$ cat src/rtl/spi_mem_pkg.sv
package spi_mem_pkg;

  localparam int BYTE_W = 8;
  localparam int XADDR_W = 16;

  localparam logic [BYTE_W-1:0] OP_WEN_SET = 8'h06;
  localparam logic [BYTE_W-1:0] OP_WEN_CLR = 8'h04;
  localparam logic [BYTE_W-1:0] OP_STAT_RD = 8'h05;
  localparam logic [BYTE_W-1:0] OP_STAT_WR = 8'h01;
  localparam logic [BYTE_W-1:0] OP_MEM_RD  = 8'h03;
  localparam logic [BYTE_W-1:0] OP_MEM_WR  = 8'h02;

  typedef enum logic [2:0] {
    PH_IDLE, PH_OPC, PH_ADDR, PH_DIN, PH_STREAM_MEM, PH_STREAM_STAT, PH_SKIP
  } phase_t;

  typedef enum logic [1:0] {PEND_NONE, PEND_SET, PEND_CLR} latch_req_t;

  // true for the six decoded instructions
  function automatic logic op_known(input logic [BYTE_W-1:0] op);
    return (op == OP_WEN_SET) || (op == OP_WEN_CLR) || (op == OP_STAT_RD) ||
           (op == OP_STAT_WR) || (op == OP_MEM_RD) || (op == OP_MEM_WR);
  endfunction

  // next address inside an array described by its mask
  function automatic logic [XADDR_W-1:0] addr_next(input logic [XADDR_W-1:0] a,
                                                    input logic [XADDR_W-1:0] mask);
    return (a + 16'd1) & mask;
  endfunction

endpackage

$ cat src/rtl/spi_pin_sync.sv
module spi_pin_sync #(
  parameter int SYNC_STAGES = 2
) (
  input  logic clk,
  input  logic rst_n,
  input  logic sck,
  input  logic si,
  input  logic cs_n,
  input  logic hold_n,
  output logic sck_rise,
  output logic sck_fall,
  output logic si_s,
  output logic sel,
  output logic cs_fall_ev,
  output logic cs_rise_ev,
  output logic held
);
  localparam int NPIN = 4;
  // pin order {hold_n, cs_n, si, sck}
  localparam logic [NPIN-1:0] PIN_RST = 4'b1100;

  logic [SYNC_STAGES-1:0][NPIN-1:0] stg;
  logic [NPIN-1:0] pins_s, pins_q;

  always_ff @(posedge clk or negedge rst_n) begin
    if (!rst_n) begin
      stg <= {SYNC_STAGES{PIN_RST}};
    end else begin
      for (int i = SYNC_STAGES - 1; i > 0; i--) stg[i] <= stg[i-1];
      stg[0] <= {hold_n, cs_n, si, sck};
    end
  end

  assign pins_s = stg[SYNC_STAGES-1];

  always_ff @(posedge clk or negedge rst_n) begin
    if (!rst_n) begin
      pins_q <= PIN_RST;
      held   <= 1'b0;
    end else begin
      pins_q <= pins_s;
      // pause state may only change while the serial clock is low
      if (!pins_s[0]) held <= ~pins_s[3];
    end
  end

  assign si_s       = pins_s[1];
  assign sel        = ~pins_s[2];
  assign cs_fall_ev = ~pins_s[2] & pins_q[2];
  assign cs_rise_ev = pins_s[2] & ~pins_q[2];
  assign sck_rise   = pins_s[0] & ~pins_q[0] & sel & ~held;
  assign sck_fall   = ~pins_s[0] & pins_q[0] & sel & ~held;


  held_change_low_chk: assert property (@(posedge clk) disable iff (!rst_n)
    (held != $past(held)) |-> !$past(pins_s[0]));

endmodule

$ cat src/rtl/spi_so_shift.sv
module spi_so_shift #(
  parameter int BYTE_W = 8
) (
  input  logic              clk,
  input  logic              rst_n,
  input  logic              sck_fall,
  input  logic              sel,
  input  logic              held,
  input  logic              stream_on,
  input  logic              use_status,
  input  logic [BYTE_W-1:0] mem_byte,
  input  logic [BYTE_W-1:0] status_byte,
  output logic              so,
  output logic              so_oe,
  output logic              load_ev
);
  localparam int CNT_W = $clog2(BYTE_W);
  localparam logic [CNT_W-1:0] CNT_LAST = CNT_W'(BYTE_W - 1);

  logic [BYTE_W-1:0] sreg;
  logic [CNT_W-1:0]  cnt;
  logic              active;

  assign load_ev = sck_fall & stream_on & (cnt == '0);

  always_ff @(posedge clk or negedge rst_n) begin
    if (!rst_n) begin
      sreg   <= '0;
      cnt    <= '0;
      active <= 1'b0;
    end else if (!stream_on) begin
      cnt    <= '0;
      active <= 1'b0;
    end else if (sck_fall) begin
      if (cnt == '0) sreg <= use_status ? status_byte : mem_byte;
      else           sreg <= {sreg[BYTE_W-2:0], 1'b0};
      cnt    <= (cnt == CNT_LAST) ? '0 : cnt + 1'b1;
      active <= 1'b1;
    end
  end

  assign so    = sreg[BYTE_W-1];
  assign so_oe = active & sel & ~held;


  so_on_fall_chk: assert property (@(posedge clk) disable iff (!rst_n)
    !$stable(so) |-> $past(sck_fall));

endmodule

$ cat src/rtl/spi_cmd_fsm.sv
module spi_cmd_fsm
  import spi_mem_pkg::*;
#(
  parameter int ADDR_W = 11
) (
  input  logic              clk,
  input  logic              rst_n,
  input  logic              sck_rise,
  input  logic              si_s,
  input  logic              cs_fall_ev,
  input  logic              cs_rise_ev,
  input  logic              load_ev,
  input  logic              wr_busy,
  output phase_t            phase,
  output logic [4:0]        bit_cnt,
  output logic [ADDR_W-1:0] addr_q,
  output logic              stream_on,
  output logic              use_status,
  output logic              wr_byte_valid,
  output logic [ADDR_W-1:0] wr_addr,
  output logic [BYTE_W-1:0] wr_data,
  output logic              wr_commit,
  output logic              wel_set,
  output logic              wel_clr,
  output logic              sr_wr_req,
  output logic [BYTE_W-1:0] sr_wr_data
);
  localparam logic [XADDR_W-1:0] AMASK = XADDR_W'((1 << ADDR_W) - 1);
  localparam logic [4:0] OPC_LAST  = 5'(BYTE_W - 1);
  localparam logic [4:0] ADDR_LAST = 5'(XADDR_W - 1);

  logic [XADDR_W-1:0] sh;
  logic [BYTE_W-1:0]  byte_in;
  logic [XADDR_W-1:0] addr_in;
  logic [ADDR_W-1:0]  addr_inc;
  latch_req_t         latch_pend;
  logic               sr_pend, data_seen, is_write;
  logic [BYTE_W-1:0]  sr_hold;

  assign byte_in  = {sh[BYTE_W-2:0], si_s};
  assign addr_in  = {sh[XADDR_W-2:0], si_s};
  assign addr_inc = ADDR_W'(addr_next(XADDR_W'(addr_q), AMASK));

  always_ff @(posedge clk or negedge rst_n) begin
    if (!rst_n) begin
      phase <= PH_IDLE; bit_cnt <= '0; sh <= '0; addr_q <= '0;
      latch_pend <= PEND_NONE; sr_pend <= 1'b0; data_seen <= 1'b0;
      is_write <= 1'b0; sr_hold <= '0;
      wr_byte_valid <= 1'b0; wr_addr <= '0; wr_data <= '0; wr_commit <= 1'b0;
      wel_set <= 1'b0; wel_clr <= 1'b0; sr_wr_req <= 1'b0; sr_wr_data <= '0;
    end else begin
      wr_byte_valid <= 1'b0; wr_commit <= 1'b0;
      wel_set <= 1'b0; wel_clr <= 1'b0; sr_wr_req <= 1'b0;
      if (cs_rise_ev) begin
        wel_set   <= (latch_pend == PEND_SET);
        wel_clr   <= (latch_pend == PEND_CLR);
        sr_wr_req <= sr_pend;
        if (sr_pend) sr_wr_data <= sr_hold;
        wr_commit <= data_seen;
        phase <= PH_IDLE; bit_cnt <= '0;
        latch_pend <= PEND_NONE; sr_pend <= 1'b0; data_seen <= 1'b0;
      end else if (cs_fall_ev) begin
        phase <= PH_OPC; bit_cnt <= '0;
        latch_pend <= PEND_NONE; sr_pend <= 1'b0; data_seen <= 1'b0;
      end else begin
        if (sck_rise) begin
          case (phase)
            PH_OPC: begin
              sh <= addr_in;
              bit_cnt <= bit_cnt + 1'b1;
              if (bit_cnt == OPC_LAST) begin
                bit_cnt <= '0;
                if (!op_known(byte_in) || (wr_busy && byte_in != OP_STAT_RD)) begin
                  phase <= PH_SKIP;
                end else begin
                  case (byte_in)
                    OP_WEN_SET: begin latch_pend <= PEND_SET; phase <= PH_SKIP; end
                    OP_WEN_CLR: begin latch_pend <= PEND_CLR; phase <= PH_SKIP; end
                    OP_STAT_RD: phase <= PH_STREAM_STAT;
                    OP_STAT_WR: begin is_write <= 1'b0; phase <= PH_DIN; end
                    OP_MEM_WR:  begin is_write <= 1'b1; phase <= PH_ADDR; end
                    default:    begin is_write <= 1'b0; phase <= PH_ADDR; end
                  endcase
                end
              end
            end
            PH_ADDR: begin
              sh <= addr_in;
              bit_cnt <= bit_cnt + 1'b1;
              if (bit_cnt == ADDR_LAST) begin
                bit_cnt <= '0;
                addr_q  <= addr_in[ADDR_W-1:0];
                phase   <= is_write ? PH_DIN : PH_STREAM_MEM;
              end
            end
            PH_DIN: begin
              sh <= addr_in;
              bit_cnt <= bit_cnt + 1'b1;
              if (bit_cnt == OPC_LAST) begin
                bit_cnt <= '0;
                if (is_write) begin
                  wr_byte_valid <= 1'b1;
                  wr_addr   <= addr_q;
                  wr_data   <= byte_in;
                  addr_q    <= addr_inc;
                  data_seen <= 1'b1;
                end else begin
                  sr_hold <= byte_in;
                  sr_pend <= 1'b1;
                  phase   <= PH_SKIP;
                end
              end
            end
            default: ;
          endcase
        end
        if (load_ev && phase == PH_STREAM_MEM) addr_q <= addr_inc;
      end
    end
  end

  assign stream_on  = (phase == PH_STREAM_MEM) || (phase == PH_STREAM_STAT);
  assign use_status = (phase == PH_STREAM_STAT);


  cmd_on_release_chk: assert property (@(posedge clk) disable iff (!rst_n)
    (wel_set || wel_clr || sr_wr_req || wr_commit) |-> $past(cs_rise_ev));

  one_cmd_chk: assert property (@(posedge clk) disable iff (!rst_n)
    $onehot0({wel_set, wel_clr, sr_wr_req}));

  byte_on_rise_chk: assert property (@(posedge clk) disable iff (!rst_n)
    wr_byte_valid |-> $past(sck_rise));

  busy_ignore_chk: assert property (@(posedge clk) disable iff (!rst_n)
    (phase == PH_OPC && sck_rise && bit_cnt == OPC_LAST && wr_busy && !cs_rise_ev)
    |=> (phase == PH_SKIP || phase == PH_STREAM_STAT));

endmodule

$ cat src/rtl/spi_mem_cmd_if.sv
module spi_mem_cmd_if
  import spi_mem_pkg::*;
#(
  parameter int ADDR_W      = 11,
  parameter int SYNC_STAGES = 2
) (
  input  logic              clk,
  input  logic              rst_n,
  input  logic              sck,
  input  logic              si,
  input  logic              cs_n,
  input  logic              hold_n,
  output logic              so,
  output logic              so_oe,
  input  logic              wr_busy,
  input  logic [7:0]        status_in,
  output logic [ADDR_W-1:0] rd_addr,
  input  logic [7:0]        rd_data,
  output logic              wr_byte_valid,
  output logic [ADDR_W-1:0] wr_addr,
  output logic [7:0]        wr_data,
  output logic              wr_commit,
  output logic              wel_set,
  output logic              wel_clr,
  output logic              sr_wr_req,
  output logic [7:0]        sr_wr_data
);
  logic   sck_rise, sck_fall, si_s, sel, cs_fall_ev, cs_rise_ev, held;
  logic   stream_on, use_status, load_ev;
  phase_t phase;
  logic [4:0] bit_cnt;

  spi_pin_sync #(.SYNC_STAGES(SYNC_STAGES)) u_sync (
    .clk(clk), .rst_n(rst_n), .sck(sck), .si(si), .cs_n(cs_n), .hold_n(hold_n),
    .sck_rise(sck_rise), .sck_fall(sck_fall), .si_s(si_s), .sel(sel),
    .cs_fall_ev(cs_fall_ev), .cs_rise_ev(cs_rise_ev), .held(held)
  );

  spi_cmd_fsm #(.ADDR_W(ADDR_W)) u_fsm (
    .clk(clk), .rst_n(rst_n), .sck_rise(sck_rise), .si_s(si_s),
    .cs_fall_ev(cs_fall_ev), .cs_rise_ev(cs_rise_ev), .load_ev(load_ev),
    .wr_busy(wr_busy), .phase(phase), .bit_cnt(bit_cnt), .addr_q(rd_addr),
    .stream_on(stream_on), .use_status(use_status),
    .wr_byte_valid(wr_byte_valid), .wr_addr(wr_addr), .wr_data(wr_data),
    .wr_commit(wr_commit), .wel_set(wel_set), .wel_clr(wel_clr),
    .sr_wr_req(sr_wr_req), .sr_wr_data(sr_wr_data)
  );

  spi_so_shift #(.BYTE_W(BYTE_W)) u_so (
    .clk(clk), .rst_n(rst_n), .sck_fall(sck_fall), .sel(sel), .held(held),
    .stream_on(stream_on), .use_status(use_status), .mem_byte(rd_data),
    .status_byte(status_in), .so(so), .so_oe(so_oe), .load_ev(load_ev)
  );


  idle_quiet_chk: assert property (@(posedge clk) disable iff (!rst_n)
    (phase == PH_IDLE) |-> !so_oe);

  skip_quiet_chk: assert property (@(posedge clk) disable iff (!rst_n)
    (phase == PH_SKIP) |-> !so_oe);

  hold_freeze_chk: assert property (@(posedge clk) disable iff (!rst_n)
    (held && !cs_fall_ev && !cs_rise_ev) |=> $stable(bit_cnt));

endmodule

$ cat config.mk
export PLATFORM = sky130hd
export DESIGN_NAME = spi_mem_cmd_if
export DESIGN_NICKNAME = d
export VERILOG_FILES = /design/src/rtl/spi_mem_pkg.sv /design/src/rtl/spi_pin_sync.sv /design/src/rtl/spi_so_shift.sv /design/src/rtl/spi_cmd_fsm.sv /design/src/rtl/spi_mem_cmd_if.sv
export SDC_FILE = /design/constraint.sdc
export NUM_CORES = 1
export LEC_CHECK = 0
export ABC_CLOCK_PERIOD_IN_PS = 2050
export BUFFER_PORTS_ARGS = -buffer_cell sky130_fd_sc_hd__buf_2
export CAP_MARGIN = 20
export CORE_MARGIN = 2
export CORE_UTILIZATION = 51
export CTS_CLUSTER_DIAMETER = 120
export DETAILED_ROUTE_END_ITERATION = 8
export GPL_ROUTABILITY_DRIVEN = 0
export PLACE_DENSITY = 0.76
export SLEW_MARGIN = 0
export SYNTH_ARGS = -nofsm -noshare
export SYNTH_HDL_FRONTEND = slang
export SYNTH_SLANG_ARGS = --single-unit
$ cat constraint.sdc
create_clock -name clk -period 2.05 [get_ports clk]
set_input_delay 0.41 -clock clk [delete_from_list [all_inputs] [get_ports clk]]
set_output_delay 0.41 -clock clk [all_outputs]
set_load 0.005 [all_outputs]
==> impl_metrics.py <==
metrics = {
    "outcome": {
        "status": "finished, violations left",
        "violations": "negative setup slack",
    },
    "yosys": {
        "synth_edf_count": 0,
        "synth_top_family_by_area": "multiplexers",
        "syn-mean-instance-area_sq_um": 11.6,
        "synth_compound_area_share_pct": 10.8,
        "synth_top_flop_cell": "dfrtp_1",
        "synth-adder-area-share_pct": 2.50,
        "synth.distinct_cells": 53,
        "synth-xor-area-share_pct": 0,
        "ys_warn_count": 0,
        "syn-instance-count": 388,
        "synth-seq-cells": 97,
        "yosysSeqAreaShare_pct": 54.0,
        "synth_nets": 420,
        "synth_simple_gate_area_share_pct": 12.9,
        "synth.area.mux_share_pct": 16.7,
        "netlist_area_sq_mm": 0.00450,
        "synthArstFlopShare_pct": 100,
    },
    "sta": {
        "max_slew_margin_pct": 64.6,
        "fmax_ghz": 0.474,
        "layout_setup_ws_ns": -0.0579,
        "setup_tns_ns": -0.264,
        "slew_violations": 0,
        "rsz0062_at_grt": "true",
        "finalCriticalPeriod_ns": 2.11,
        "worst_slew_pin_slew_ns": 0.531,
        "finalCritPeriodShare_pct": 103,
        "setup_viol": 8,
        "hold_violations": 0,
        "fin_worst_skew_ns": 0.0114,
    },
    "global_route": {
        "grt_overflow": 0,
        "antenna_found_initial": 0,
        "grt_pass1_vias": 3258,
        "grt_max_degree": 54,
        "grt.total_usage_pct": 20.0,
        "grt_first_pass_wirelength_mm": 15.6,
    },
    "cts": {
        "root_buffer": "clkbuf_8",
        "cts_max_path_buffers": 2,
        "cts.reportedPaths.clkPinSlew_ns": 0.10,
        "numClockSinks": 97,
        "cts_buffers": 9,
        "cts_tree": "done",
        "cts_max_level": 3,
        "clk_latency_ns": 0.38,
    },
    "routing": {
        "route.vias.total": 3345,
        "drtPass1Iterations": 4,
        "routed_via_density": 5.57,
        "wl_per_cell_um": 16.0,
        "wl_mm": 9.64,
        "drtIter0Drc": 202,
        "drc": 0,
        "ant_nets": 0,
    },
    "die": {
        "rows": 34,
        "core_area_sq_mm": 0.00864,
        "die_h_um": 98.0,
        "start_util_pct": 52.2,
        "die_area_sq_mm": 0.00960,
        "io_pins": 68,
        "die_x_um": 98.0,
    },
    "power": {
        "p_leak_nw": 2.76,
        "power_density_mw_per_mm2": 903,
        "ir_worst_vdd_mv": 0.477,
    },
    "cells_and_area": {
        "drive_gt1_share_pct": 42.2,
        "fin_cells": 601,
        "finish.utilization_pct": 64.0,
        "nNetsFinal": 520,
        "num_antenna_cells": 0,
        "fillers": 683,
        "syn2layout_area_growth_pct": 22.6,
    },
    "critical_path": {
        "cp_max_fo": 6,
        "crit_start": "u_sync.pins_s[0]$_DFF_PN0_",
        "reg2reg_depth": 7,
        "cp-endpoint": "u_fsm.addr_q[9]$_DFFE_PN0P_",
        "crit_required_ns": 2.31,
        "endpoint_kind": "register",
        "critical_path_class": "reg2reg",
        "critPathArrivalTime_ns": 2.37,
        "r2r-start": "u_sync.pins_s[0]$_DFF_PN0_",
        "r2r_slack_ns": -0.06,
        "r2r_end": "u_fsm.addr_q[9]$_DFFE_PN0P_",
        "cp-start-kind": "register",
    },
    "job": {
        "drv_cap": 0,
    },
    "place": {
        "hpwl_mm": 6.43,
        "dp_cells": 572,
        "place_ws_ns": -0.0147,
        "portBuffers": 67,
    },
    "min_path": {
        "hold_path_class": "in2reg",
    },
}
[layer usage]
layer  vias up  wire [um]  share of wire, %  track usage (%)
li1       1602          -                 -                -
met1      1634       4370                45             27.4
met2        84       4600                48             32.0
met3        25        430               4.5             4.08
met4         0        242               2.5             7.26
met5         -          0                 0                0
[area by class of cell]
class | instances | area, sq um | share of cell area [%]
inverters | 12 | 45.0 | 0.815
clock buffers | 9 | 124 | 2.24
multi-input cells | 263 | 2040 | 37.0
repair buffers | 105 | 681 | 12.3
well taps | 108 | 135 | 2.45
flip-flops and latches | 97 | 2430 | 44.1
clock inverters | 7 | 62.6 | 1.13
[synth_stat cells (all sizes together) (2+ instances only)]
cell | count | area share [%]
nand2b | 6 | 0.83
nor4 | 3 | 0.42
ha | 9 | 2.5
nand3 | 13 | 1.4
nand4 | 5 | 0.69
nor4b | 2 | 0.39
mux2i | 12 | 2.7
o41ai | 2 | 0.56
nand2 | 29 | 2.4
o31ai | 3 | 0.50
o21bai | 2 | 0.33
nor2 | 19 | 1.6
nand3b | 3 | 0.50
dfstp | 5 | 2.9
and2b | 2 | 0.33
and2 | 3 | 0.42
clkbuf | 8 | 0.67
inv | 12 | 1.0
nor3 | 8 | 1.1
dfrtp | 92 | 51
o21ai | 27 | 3.0
a22o | 2 | 0.39
a22oi | 2 | 0.33
or4b | 3 | 0.67
mux2 | 56 | 14
buf | 8 | 1.5
and3 | 2 | 0.28
a21oi | 28 | 3.1
o31a | 2 | 0.39
[state kept, by name, summed over array words and instances, names as in the netlist, 2 cells and up]
signal            count
u_fsm.bit_cnt         5
u_fsm.sr_hold         8
u_fsm.sr_wr_data      8
u_sync.pins_q         2
u_so.sreg             8
u_fsm.wr_addr        11
u_fsm.wr_data         8
u_so.cnt              3
u_fsm.addr_q         11
u_fsm.sh             10
u_sync.stg            4
u_fsm.latch_pend      2
u_fsm.phase           3
u_sync.pins_s         4
[repair_timing]
item	CTS	global route
pin swaps	3	19
hold endpoints to repair	21	0
setup endpoints to repair	10	51
hold buffers	1	0
buffers inserted	1	8
gates resized for setup	5	37
gates cloned	1	2
[worst max-delay path, cell delays in order, from the launching register on]
cell and delay [ns]:
dfrtp_1 0.42, or4b_4 0.56, o41ai_4 0.41, buf_6 0.19, buf_6 0.12, nand3b_1 0.08
o21ai_0 0.11, a21oi_1 0.10
[how the worst min path moves through the flow]
stage,start,end,depth (start not counted)
final,cs_n,u_sync.stg[2]$_DFF_PN1_,1
after global routing,si,u_sync.stg[1]$_DFF_PN0_,1
after CTS,si,u_sync.stg[1]$_DFF_PN0_,1
after detailed placement,rst_n,u_fsm.bit_cnt[3]$_DFFE_PN0P_,1
after global placement,u_sync.stg[1]$_DFF_PN0_,u_sync.pins_s[1]$_DFF_PN0_,0
after floorplan,rst_n,u_fsm.addr_q[0]$_DFFE_PN0P_,0
[cells by family (layout without fill, tap and decap cells)]
kind of cell | Yosys count | in the layout
and+or+nand+nor | 107 | 107
DFF | 97 | 97
AOI/OAI and AO/OA | 79 | 79
muxes | 68 | 68
buffers and inverters | 28 | 133
adders and majority gates | 9 | 9
[cell usage in the layout, fill, tap and decap left out, drive strengths merged, types with 5 or more instances in the layout]
cell type    n
nor2        19
inv         15
mux2i       12
clkbuf       9
nand3       13
dfstp        5
nand2       29
o21ai       27
nor3         8
dfrtp       92
ha           9
mux2        56
buf        104
nand2b       6
a21oi       28
nand4        5
[power breakdown]
part	total, mW	internal, mW	switching (mW)	leakage, nW
sequential	2.50	2.15	0.346	1.27
clock	1.20	0.464	0.733	0.0923
combinational	1.29	0.659	0.631	1.39
[metrics by stage]
step | total power, mW | cell area, sq um | hold WS, ns
floorplan | 3.13 | 4510 | 0.114
global placement | 3.54 | 5120 | 0.334
detailed placement | 3.60 | 5120 | 0.346
CTS | 4.79 | 5350 | 0.122
global route | 5.27 | 5520 | 0.112
finish | 4.99 | 5520 | 0.126
Note: power is estimated with default switching activity, not from simulation.
